[src/rtl/smbus_seq_pkg.sv]
package smbus_seq_pkg;

    typedef enum logic [2:0] {
        PH_IDLE  = 3'd0,
        PH_WRITE = 3'd1,
        PH_READ  = 3'd2,
        PH_DONE  = 3'd3,
        PH_ERR   = 3'd4
    } phase_e;

    // One-cycle actions decided by the phase machine for the current event
    typedef struct packed {
        logic store;
        logic clear;
        logic commit;
        logic quick;
        logic quick_dir;
        logic fetch;
        logic err_proto;
        logic err_ovf;
        logic err_stray;
        logic err_rd_stop;
    } action_t;

endpackage

[src/rtl/smbus_seq_buf.sv]
module smbus_seq_buf #(
    parameter int DEPTH = 34,
    parameter int BW    = 8,
    localparam int LEN_W = $clog2(DEPTH + 1),
    localparam int IDX_W = (DEPTH > 1) ? $clog2(DEPTH) : 1
) (
    input  logic                   clk,
    input  logic                   rst_n,
    input  logic                   store,
    input  logic                   clear,
    input  logic [BW-1:0]          byte_in,
    output logic [LEN_W-1:0]       len,
    output logic                   full,
    output logic [DEPTH*BW-1:0]    data
);

    typedef struct packed {
        logic [LEN_W-1:0]             len;
        logic [DEPTH-1:0][BW-1:0]     mem;
    } buf_state_t;

    buf_state_t st_d, st_q;

    always_comb begin
        st_d = st_q;
        if (clear) begin
            st_d.len = '0;
        end else if (store && !full) begin
            st_d.mem[st_q.len[IDX_W-1:0]] = byte_in;
            st_d.len = st_q.len + LEN_W'(1);
        end
    end

    always_ff @(posedge clk or negedge rst_n) begin
        if (!rst_n) st_q <= '0;
        else        st_q <= st_d;
    end

    assign len  = st_q.len;
    assign full = (st_q.len == LEN_W'(DEPTH));
    assign data = st_q.mem;

endmodule

[src/rtl/smbus_seq_fsm.sv]
module smbus_seq_fsm
    import smbus_seq_pkg::*;
(
    input  logic    clk,
    input  logic    rst_n,
    input  logic    ev_start_wr,
    input  logic    ev_start_rd,
    input  logic    ev_stop,
    input  logic    ev_nack,
    input  logic    ev_rd_req,
    input  logic    rx_valid,
    input  logic    len_zero,
    input  logic    buf_full,
    output phase_e  phase,
    output action_t act
);

    phase_e ph_d, ph_q;

    always_comb begin
        ph_d = ph_q;
        act  = '0;
        if (ev_start_wr) begin
            if (ph_q == PH_IDLE) begin
                ph_d = PH_WRITE;
            end else if (ph_q != PH_ERR) begin
                ph_d = PH_ERR;
                act.err_proto = 1'b1;
            end
        end else if (ev_start_rd) begin
            unique case (ph_q)
                PH_IDLE: ph_d = PH_READ;
                PH_WRITE: begin
                    if (len_zero) begin
                        ph_d = PH_ERR;
                        act.err_proto = 1'b1;
                    end else begin
                        act.commit = 1'b1;
                        ph_d = PH_READ;
                    end
                end
                PH_ERR: ph_d = PH_ERR;
                default: begin
                    ph_d = PH_ERR;
                    act.err_proto = 1'b1;
                end
            endcase
        end else if (ev_stop) begin
            ph_d      = PH_IDLE;
            act.clear = 1'b1;
            if (len_zero) begin
                act.quick     = (ph_q == PH_WRITE) || (ph_q == PH_READ);
                act.quick_dir = (ph_q == PH_READ);
            end else begin
                act.commit      = (ph_q == PH_WRITE);
                act.err_rd_stop = (ph_q == PH_READ);
            end
        end else if (ev_nack) begin
            unique case (ph_q)
                PH_READ: ph_d = PH_DONE;
                PH_DONE, PH_ERR: ph_d = ph_q;
                default: begin
                    ph_d = PH_ERR;
                    act.err_proto = 1'b1;
                end
            endcase
        end else if (ev_rd_req) begin
            unique case (ph_q)
                PH_READ: act.fetch = 1'b1;
                PH_ERR:  ph_d = PH_ERR;
                default: begin
                    ph_d = PH_ERR;
                    act.err_proto = 1'b1;
                end
            endcase
        end else if (rx_valid) begin
            if (ph_q == PH_WRITE) begin
                if (buf_full) act.err_ovf = 1'b1;
                else          act.store   = 1'b1;
            end else begin
                act.err_stray = 1'b1;
            end
        end
    end

    always_ff @(posedge clk or negedge rst_n) begin
        if (!rst_n) ph_q <= PH_IDLE;
        else        ph_q <= ph_d;
    end

    assign phase = ph_q;

endmodule

[src/rtl/smbus_txn_seq.sv]
module smbus_txn_seq
    import smbus_seq_pkg::*;
#(
    parameter int DEPTH = 34,
    localparam int BW    = 8,
    localparam int LEN_W = $clog2(DEPTH + 1)
) (
    input  logic                 clk,
    input  logic                 rst_n,
    input  logic                 ev_start_wr,
    input  logic                 ev_start_rd,
    input  logic                 ev_stop,
    input  logic                 ev_nack,
    input  logic                 rx_valid,
    input  logic [BW-1:0]        rx_byte,
    input  logic                 ev_rd_req,
    input  logic                 app_rd_en,
    input  logic [BW-1:0]        app_rd_data,
    output logic                 app_fetch,
    output logic                 rd_valid,
    output logic [BW-1:0]        rd_data,
    output logic                 quick_valid,
    output logic                 quick_dir,
    output logic                 commit_valid,
    output logic [LEN_W-1:0]     commit_len,
    output logic [DEPTH*BW-1:0]  commit_data,
    output logic                 err_proto,
    output logic                 err_ovf,
    output logic                 err_stray,
    output logic                 err_rd_stop,
    output logic [2:0]           phase
);

    typedef struct packed {
        logic             rd_valid;
        logic [BW-1:0]    rd_data;
        logic             quick_valid;
        logic             quick_dir;
        logic             commit_valid;
        logic [LEN_W-1:0] commit_len;
        logic             err_proto;
        logic             err_ovf;
        logic             err_stray;
        logic             err_rd_stop;
    } out_t;

    phase_e           fsm_phase;
    action_t          act;
    logic [LEN_W-1:0] buf_len;
    logic             buf_full;
    out_t             out_d, out_q;

    smbus_seq_fsm u_fsm (
        .clk         (clk),
        .rst_n       (rst_n),
        .ev_start_wr (ev_start_wr),
        .ev_start_rd (ev_start_rd),
        .ev_stop     (ev_stop),
        .ev_nack     (ev_nack),
        .ev_rd_req   (ev_rd_req),
        .rx_valid    (rx_valid),
        .len_zero    (buf_len == '0),
        .buf_full    (buf_full),
        .phase       (fsm_phase),
        .act         (act)
    );

    smbus_seq_buf #(.DEPTH(DEPTH), .BW(BW)) u_buf (
        .clk     (clk),
        .rst_n   (rst_n),
        .store   (act.store),
        .clear   (act.clear),
        .byte_in (rx_byte),
        .len     (buf_len),
        .full    (buf_full),
        .data    (commit_data)
    );

    always_comb begin
        out_d              = '0;
        out_d.commit_len   = out_q.commit_len;
        out_d.rd_valid     = ev_rd_req && !ev_start_wr && !ev_start_rd && !ev_stop && !ev_nack;
        out_d.rd_data      = (act.fetch && app_rd_en) ? app_rd_data : '1;
        out_d.quick_valid  = act.quick;
        out_d.quick_dir    = act.quick_dir;
        out_d.commit_valid = act.commit;
        if (act.commit) out_d.commit_len = buf_len;
        out_d.err_proto    = act.err_proto;
        out_d.err_ovf      = act.err_ovf;
        out_d.err_stray    = act.err_stray;
        out_d.err_rd_stop  = act.err_rd_stop;
    end

    always_ff @(posedge clk or negedge rst_n) begin
        if (!rst_n) out_q <= '0;
        else        out_q <= out_d;
    end

    assign app_fetch    = act.fetch;
    assign rd_valid     = out_q.rd_valid;
    assign rd_data      = out_q.rd_data;
    assign quick_valid  = out_q.quick_valid;
    assign quick_dir    = out_q.quick_dir;
    assign commit_valid = out_q.commit_valid;
    assign commit_len   = out_q.commit_len;
    assign err_proto    = out_q.err_proto;
    assign err_ovf      = out_q.err_ovf;
    assign err_stray    = out_q.err_stray;
    assign err_rd_stop  = out_q.err_rd_stop;
    assign phase        = fsm_phase;

endmodule

[config.mk]
export PLATFORM = sky130hd
export DESIGN_NAME = smbus_txn_seq
export DESIGN_NICKNAME = d
export VERILOG_FILES = /design/src/rtl/smbus_seq_pkg.sv /design/src/rtl/smbus_seq_buf.sv /design/src/rtl/smbus_seq_fsm.sv /design/src/rtl/smbus_txn_seq.sv
export SDC_FILE = /design/constraint.sdc
export NUM_CORES = 1
export LEC_CHECK = 0
export BUFFER_PORTS_ARGS = -buffer_cell sky130_fd_sc_hd__buf_2
export CORE_MARGIN = 2
export CORE_UTILIZATION = 47
export CTS_BUF_LIST = sky130_fd_sc_hd__clkbuf_16
export CTS_CLUSTER_DIAMETER = 200
export CTS_CLUSTER_SIZE = 20
export DETAILED_ROUTE_END_ITERATION = 12
export GPL_TIMING_DRIVEN = 0
export PLACE_DENSITY_LB_ADDON = 0.25
export SLEW_MARGIN = 20
export SYNTH_ARGS = -nofsm -noshare
export SYNTH_HDL_FRONTEND = slang
export SYNTH_SLANG_ARGS = --single-unit
[constraint.sdc]
create_clock -name clk -period 2 [get_ports clk]
set_input_delay 0.1 -clock clk [delete_from_list [all_inputs] [get_ports clk]]
set_output_delay 0.1 -clock clk [all_outputs]
set_load 0.01 [all_outputs]
-- Yosys cells after proc, flatten, opt, wreduce, memory -nomap -nowiden
Cells that the tools add are included.
- register bits after elaboration: 303
- output and inout port bits: 298
- reduce and logical (&&, ||, !) cells: 23
- eq/ne operators: 9
- $add $sub $neg: 1
- order comparisons: 2
- bitwise logic cells: 1
- muxes and demuxes: 55
- operators with widths (kind ; count):
    278-bit 2-to-1 mux ; 1
    272-bit bitwise mux ; 1
    8-bit demux with 6-bit select ; 1
    3-bit 2-to-1 mux ; 12
    1-bit 2-to-1 mux ; 25
    8-bit 2-to-1 mux ; 2
    2-bit 2-to-1 mux ; 6
    6-bit 2-to-1 mux ; 2
    3-bit case mux with 2 select lines ; 2
    5-bit != test (second input constant) ; 2
    4-bit 2-to-1 mux ; 2
    1-bit logical AND ; 7
    6-bit by 7-bit less-than comparator with 1-bit output (second input constant) ; 1
    6-bit by 1-bit adder with 6-bit output (second input constant) ; 1
    3-bit by 2-bit equality test with 1-bit output (second input constant) ; 2
    6-bit equality test (second input constant) ; 1
    6-bit by 1-bit >= comparator with 1-bit output (second input constant) ; 1
    6-bit logical NOT ; 1
    2-bit OR reduction ; 3
    1-bit logical NOT ; 5
    5-bit nonzero test ; 1
    4-bit AND reduction ; 1
    3-bit by 1-bit equality test with 1-bit output (second input constant) ; 1
    3-bit equality test (second input constant) ; 1
    9 further kinds ; 9

-- Depth between registers and ports, before layout
- depth after elaboration: 12
- gate-level depth with buffers: 7

-- By module
A second synthesis with hierarchy kept.
- cells, all modules: 761
- area, all modules: 11795.1 sq um
- by module, submodules not included (module ; cells an instance ; instances ; sequential area each (sq um) ; area an instance (sq um)):
    smbus_seq_buf ; 667 ; 1 ; 6956.7 ; 10736.5
    smbus_txn_seq ; 42 ; 1 ; 550.5 ; 710.7
    smbus_seq_fsm ; 52 ; 1 ; 75.1 ; 347.8

-- Worst setup path before layout
Ideal clock, no wire load.
- path type: register to register
- start point: reg u_fsm.ph_q[2], in the netlist u_fsm.phase[2]
- end point: reg (tool-made name)
- path buffers: 2
- period minus slack after synthesis: 2.128 ns
- stages on the path, launching flop included: 7
- data arrival time: 2.001 ns
- slack: -0.128 ns
- setup time: 0.128 ns
- data required time: 1.872 ns
- path through: dfrtp_1 buf_2 and4bb_2 nand4_2 or4b_1 buf_2 mux2_1
- RTL lines (item ; RTL line ; source):
    start: declaration ; smbus_seq_fsm.sv:18 ; phase_e ph_d, ph_q;
    start signal: assignment ; smbus_seq_fsm.sv:88 ; else ph_q <= ph_d;

==> impl_metrics.py <==
metrics = {
    "clock_tree": {
        "cts.reportedPaths.clkPinSlew_ns": 0.08,
        "cts_max_level": 1,
        "cts_sinks": 303,
        "clk_path_buf_depth": 3,
        "tritoncts": "done",
        "cts_buffers": 19,
        "worstSkewPairLatency_ns": 0.52,
        "clock-root-buffer": "clkbuf_16",
    },
    "critical_path": {
        "cp_max_fo": 8,
        "cp.arrival_ns": 2.54,
        "rr_worst_depth": 5,
        "r2r_start": "u_fsm.phase[1]$_DFFE_PN0P_",
        "cp-end-kind": "flip-flop",
        "critPathRequiredTime_ns": 2.39,
        "start_kind": "flip-flop",
        "crit_type": "reg -> reg",
        "r2r_slack_ns": -0.15,
    },
    "yosys": {
        "yosys.area.top_type": "dfrtp_1",
        "synth-main-ff-cell": "dfrtp_1",
        "synthesis.area_um2": 11800,
        "ys_seq_elements": 303,
        "yosysWarningCount": 0,
        "yosysTopAreaCellShare": 0.644,
        "yosys-top-cells-area": "dfrtp_1 (64%), mux2_2 (26%), clkbuf_1 (0.89%), mux2_1 (0.86%), nor2_2 (0.85%)",
        "syn_area_per_cell_um2": 15.4,
        "ys_async_sr_fraction": 1.00,
        "synth_cells": 764,
        "ys_seq_area_frac": 0.644,
        "synth_edf_count": 0,
        "syn-num-nets": 792,
        "synth.distinct_cells": 42,
    },
    "final_layout": {
        "seq_area_um2": 7580,
        "area_growth_syn_to_layout_pct": 40.6,
        "stdcell_count": 1519,
        "fillCellCount": 1735,
        "fin_util": 0.677,
        "fin_area_um2": 16600,
        "antennaDiodeCount": 0,
        "finalNetCount": 1223,
        "drive_above_1_share": 0.632,
        "multi_input_area_um2": 5010,
    },
    "power_and_ir_drop": {
        "leakage_nw": 8.87,
        "power_per_cell_area_nw_per_um2": 629,
        "power_w": 0.0104,
        "peakVddDrop_mv": 0.895,
    },
    "detailed_routing": {
        "wl_per_cell_um": 22.4,
        "drcViolationCount": 0,
        "drt_pass1_iterations": 4,
        "drtIter0Drc": 405,
        "drt_wl_total_mm": 34.0,
        "via_per_inst": 5.27,
        "num_vias": 8000,
        "ant_nets": 0,
    },
    "die": {
        "fp-row-count": 57,
        "start_util": 0.482,
        "core_um2": 24500,
        "die_w_um": 162,
        "io-pin-count": 323,
        "die-area_um2": 26300,
        "fp.dieH_um": 162,
    },
    "placed_design": {
        "placed_area_um2": 14000,
        "dp_cells": 1413,
        "hpwlAfterDp_mm": 22.3,
        "globalplace.congestion": 0.819,
        "portBuffers": 321,
    },
    "global_route": {
        "grt_overflow": 0,
        "grt_pass1_wl_mm": 49.2,
        "grtUsageTotal": 0.243,
        "grt_antenna_before_repair": 0,
        "grt_pass1_vias": 8110,
        "grt_max_degree": 94,
    },
    "sta": {
        "finalCritPeriodShare": 1.07,
        "rsz0062_at_grt": "yes",
        "finalHoldViolations": 0,
        "max_freq_mhz": 466,
        "final-setup-viol-count": 155,
        "max_slew_margin": 0.509,
        "slew_violations": 0,
        "fin_ws_ns": -0.148,
        "worst_pin_slew_ns": 0.736,
        "skew_ns": 0.0159,
        "period_needed_ns": 2.15,
    },
    "min_path": {
        "worst_hold_path_type": "in -> async",
    },
    "job": {
        "maxCapViolCount": 0,
    },
    "run_status": {
        "status": "finished with violations",
        "failed_checks": "negative setup slack",
    },
}
-- what timing repair did --
action	4_1_cts	5_1_grt
gates cloned	0	0
pin swaps	22	31
setup buffers	31	34
gates resized for setup	89	182
hold endpoints to repair	146	0
hold buffers	25	0
endpoints found under the setup margin	284	255
-- cell usage after synthesis, drive strengths merged, types with 3 or more instances --
| cell | count |
|---|---|
| dfrtp | 303 |
| mux2 | 279 |
| nor2 | 40 |
| clkbuf | 28 |
| nand2 | 14 |
| buf | 11 |
| nand4 | 8 |
| or2 | 8 |
| inv | 7 |
| nand3 | 7 |
| a21oi | 6 |
| and3 | 4 |
| nand2b | 4 |
| nor3 | 4 |
| nor3b | 4 |
| o211ai | 4 |
| ha | 3 |
| o21ai | 3 |
| or3 | 3 |
| or4 | 3 |
-- critical path, cell delays in order (launching register included) --
cell and delay (ns):
dfrtp_1 0.39, buf_6 0.14, nor4b_4 0.32, nand4_1 0.22, or4b_4 0.64, mux2_4 0.33
-- worst max path at each step --
stage / from / to / slack [ns]
2_1_floorplan: u_fsm.phase[1]$_DFFE_PN0P_ / flip-flop / -0.08
3_5_place_dp: u_buf.len[2]$_DFFE_PN0P_ / flip-flop / -0.71
5_1_grt: u_fsm.phase[1]$_DFFE_PN0P_ / flip-flop / -0.21
3_3_place_gp: rst_n / async pin / -4.85
6_report: u_fsm.phase[1]$_DFFE_PN0P_ / flip-flop / -0.15
4_1_cts: u_fsm.phase[1]$_DFFE_PN0P_ / flip-flop / -0.11
-- cells by family (layout without fill, tap and decap cells) --
group / count (synthesis) / in the layout / synth area share
multiplexers: 280 / 280 / 0.268
AND/OR/NAND/NOR: 110 / 110 / 0.0576
flip-flops: 303 / 303 / 0.644
AO/OA/AOI/OAI: 21 / 21 / 0.0115
XOR/XNOR: 1 / 1 / 0.000744
adder cells (fa/ha/maj): 3 / 3 / 0.00319
buffers and inverters: 46 / 477 / 0.0158
-- final cells by class --
type                       instances  area share
tap                              324      0.0245
clock inverter                     2     0.00174
multi-input combinational        415       0.302
inverter                           7     0.00211
buffer                            36      0.0122
sequential                       303       0.458
clock buffer                      19      0.0287
timing repair buffer             413       0.171
-- cell usage in the layout, fill, tap and decap left out, types with 3 or more instances in the layout --
cell             n
o21ai_0          3
mux2_2          87
o211ai_1         4
mux2_1           4
nor3_1           4
or2_2            8
mux2_4         188
buf_6           17
and3_1           3
nor2_4          26
nand4_1          7
nand3_4          4
buf_4           26
or4_1            3
dlygate4sd3_1   25
nor2_1          13
a21oi_1          6
nor3b_4          3
buf_16           4
buf_12          27
nand3_1          3
clkbuf_1        24
buf_2          322
inv_1            5
nand2_1         12
dfrtp_1        303
clkbuf_16       19
-- metrics by stage --
step	setup slack [ns]	TNS, ns	hold slack, ns
CTS	-0.112	-3.11	0.00870
detailed placement	-0.710	-122.29	-0.00789
global placement	-4.85	-1577.09	0.297
global route	-0.207	-19.35	0.0382
floorplan	-0.0847	-4.03	-0.196
finish	-0.148	-6.87	0.0392
-- report_power, final --
part | total, W | switching [W] | leakage (nW) | internal (W)
clock network | 0.00376 | 0.00203 | 0.248 | 0.00173
logic | 0.000517 | 0.000354 | 4.44 | 0.000163
registers | 0.00614 | 0.00000783 | 4.19 | 0.00614
-- per-layer routing --
layer,routed length (um),up-vias,GRT usage
li1,-,3524,-
met5,0,-,0.00568
met1,14100,4162,0.327
met2,16600,263,0.404
met3,2270,51,0.0506
met4,1020,0,0.0648
Power figures use the tool's default switching activity.
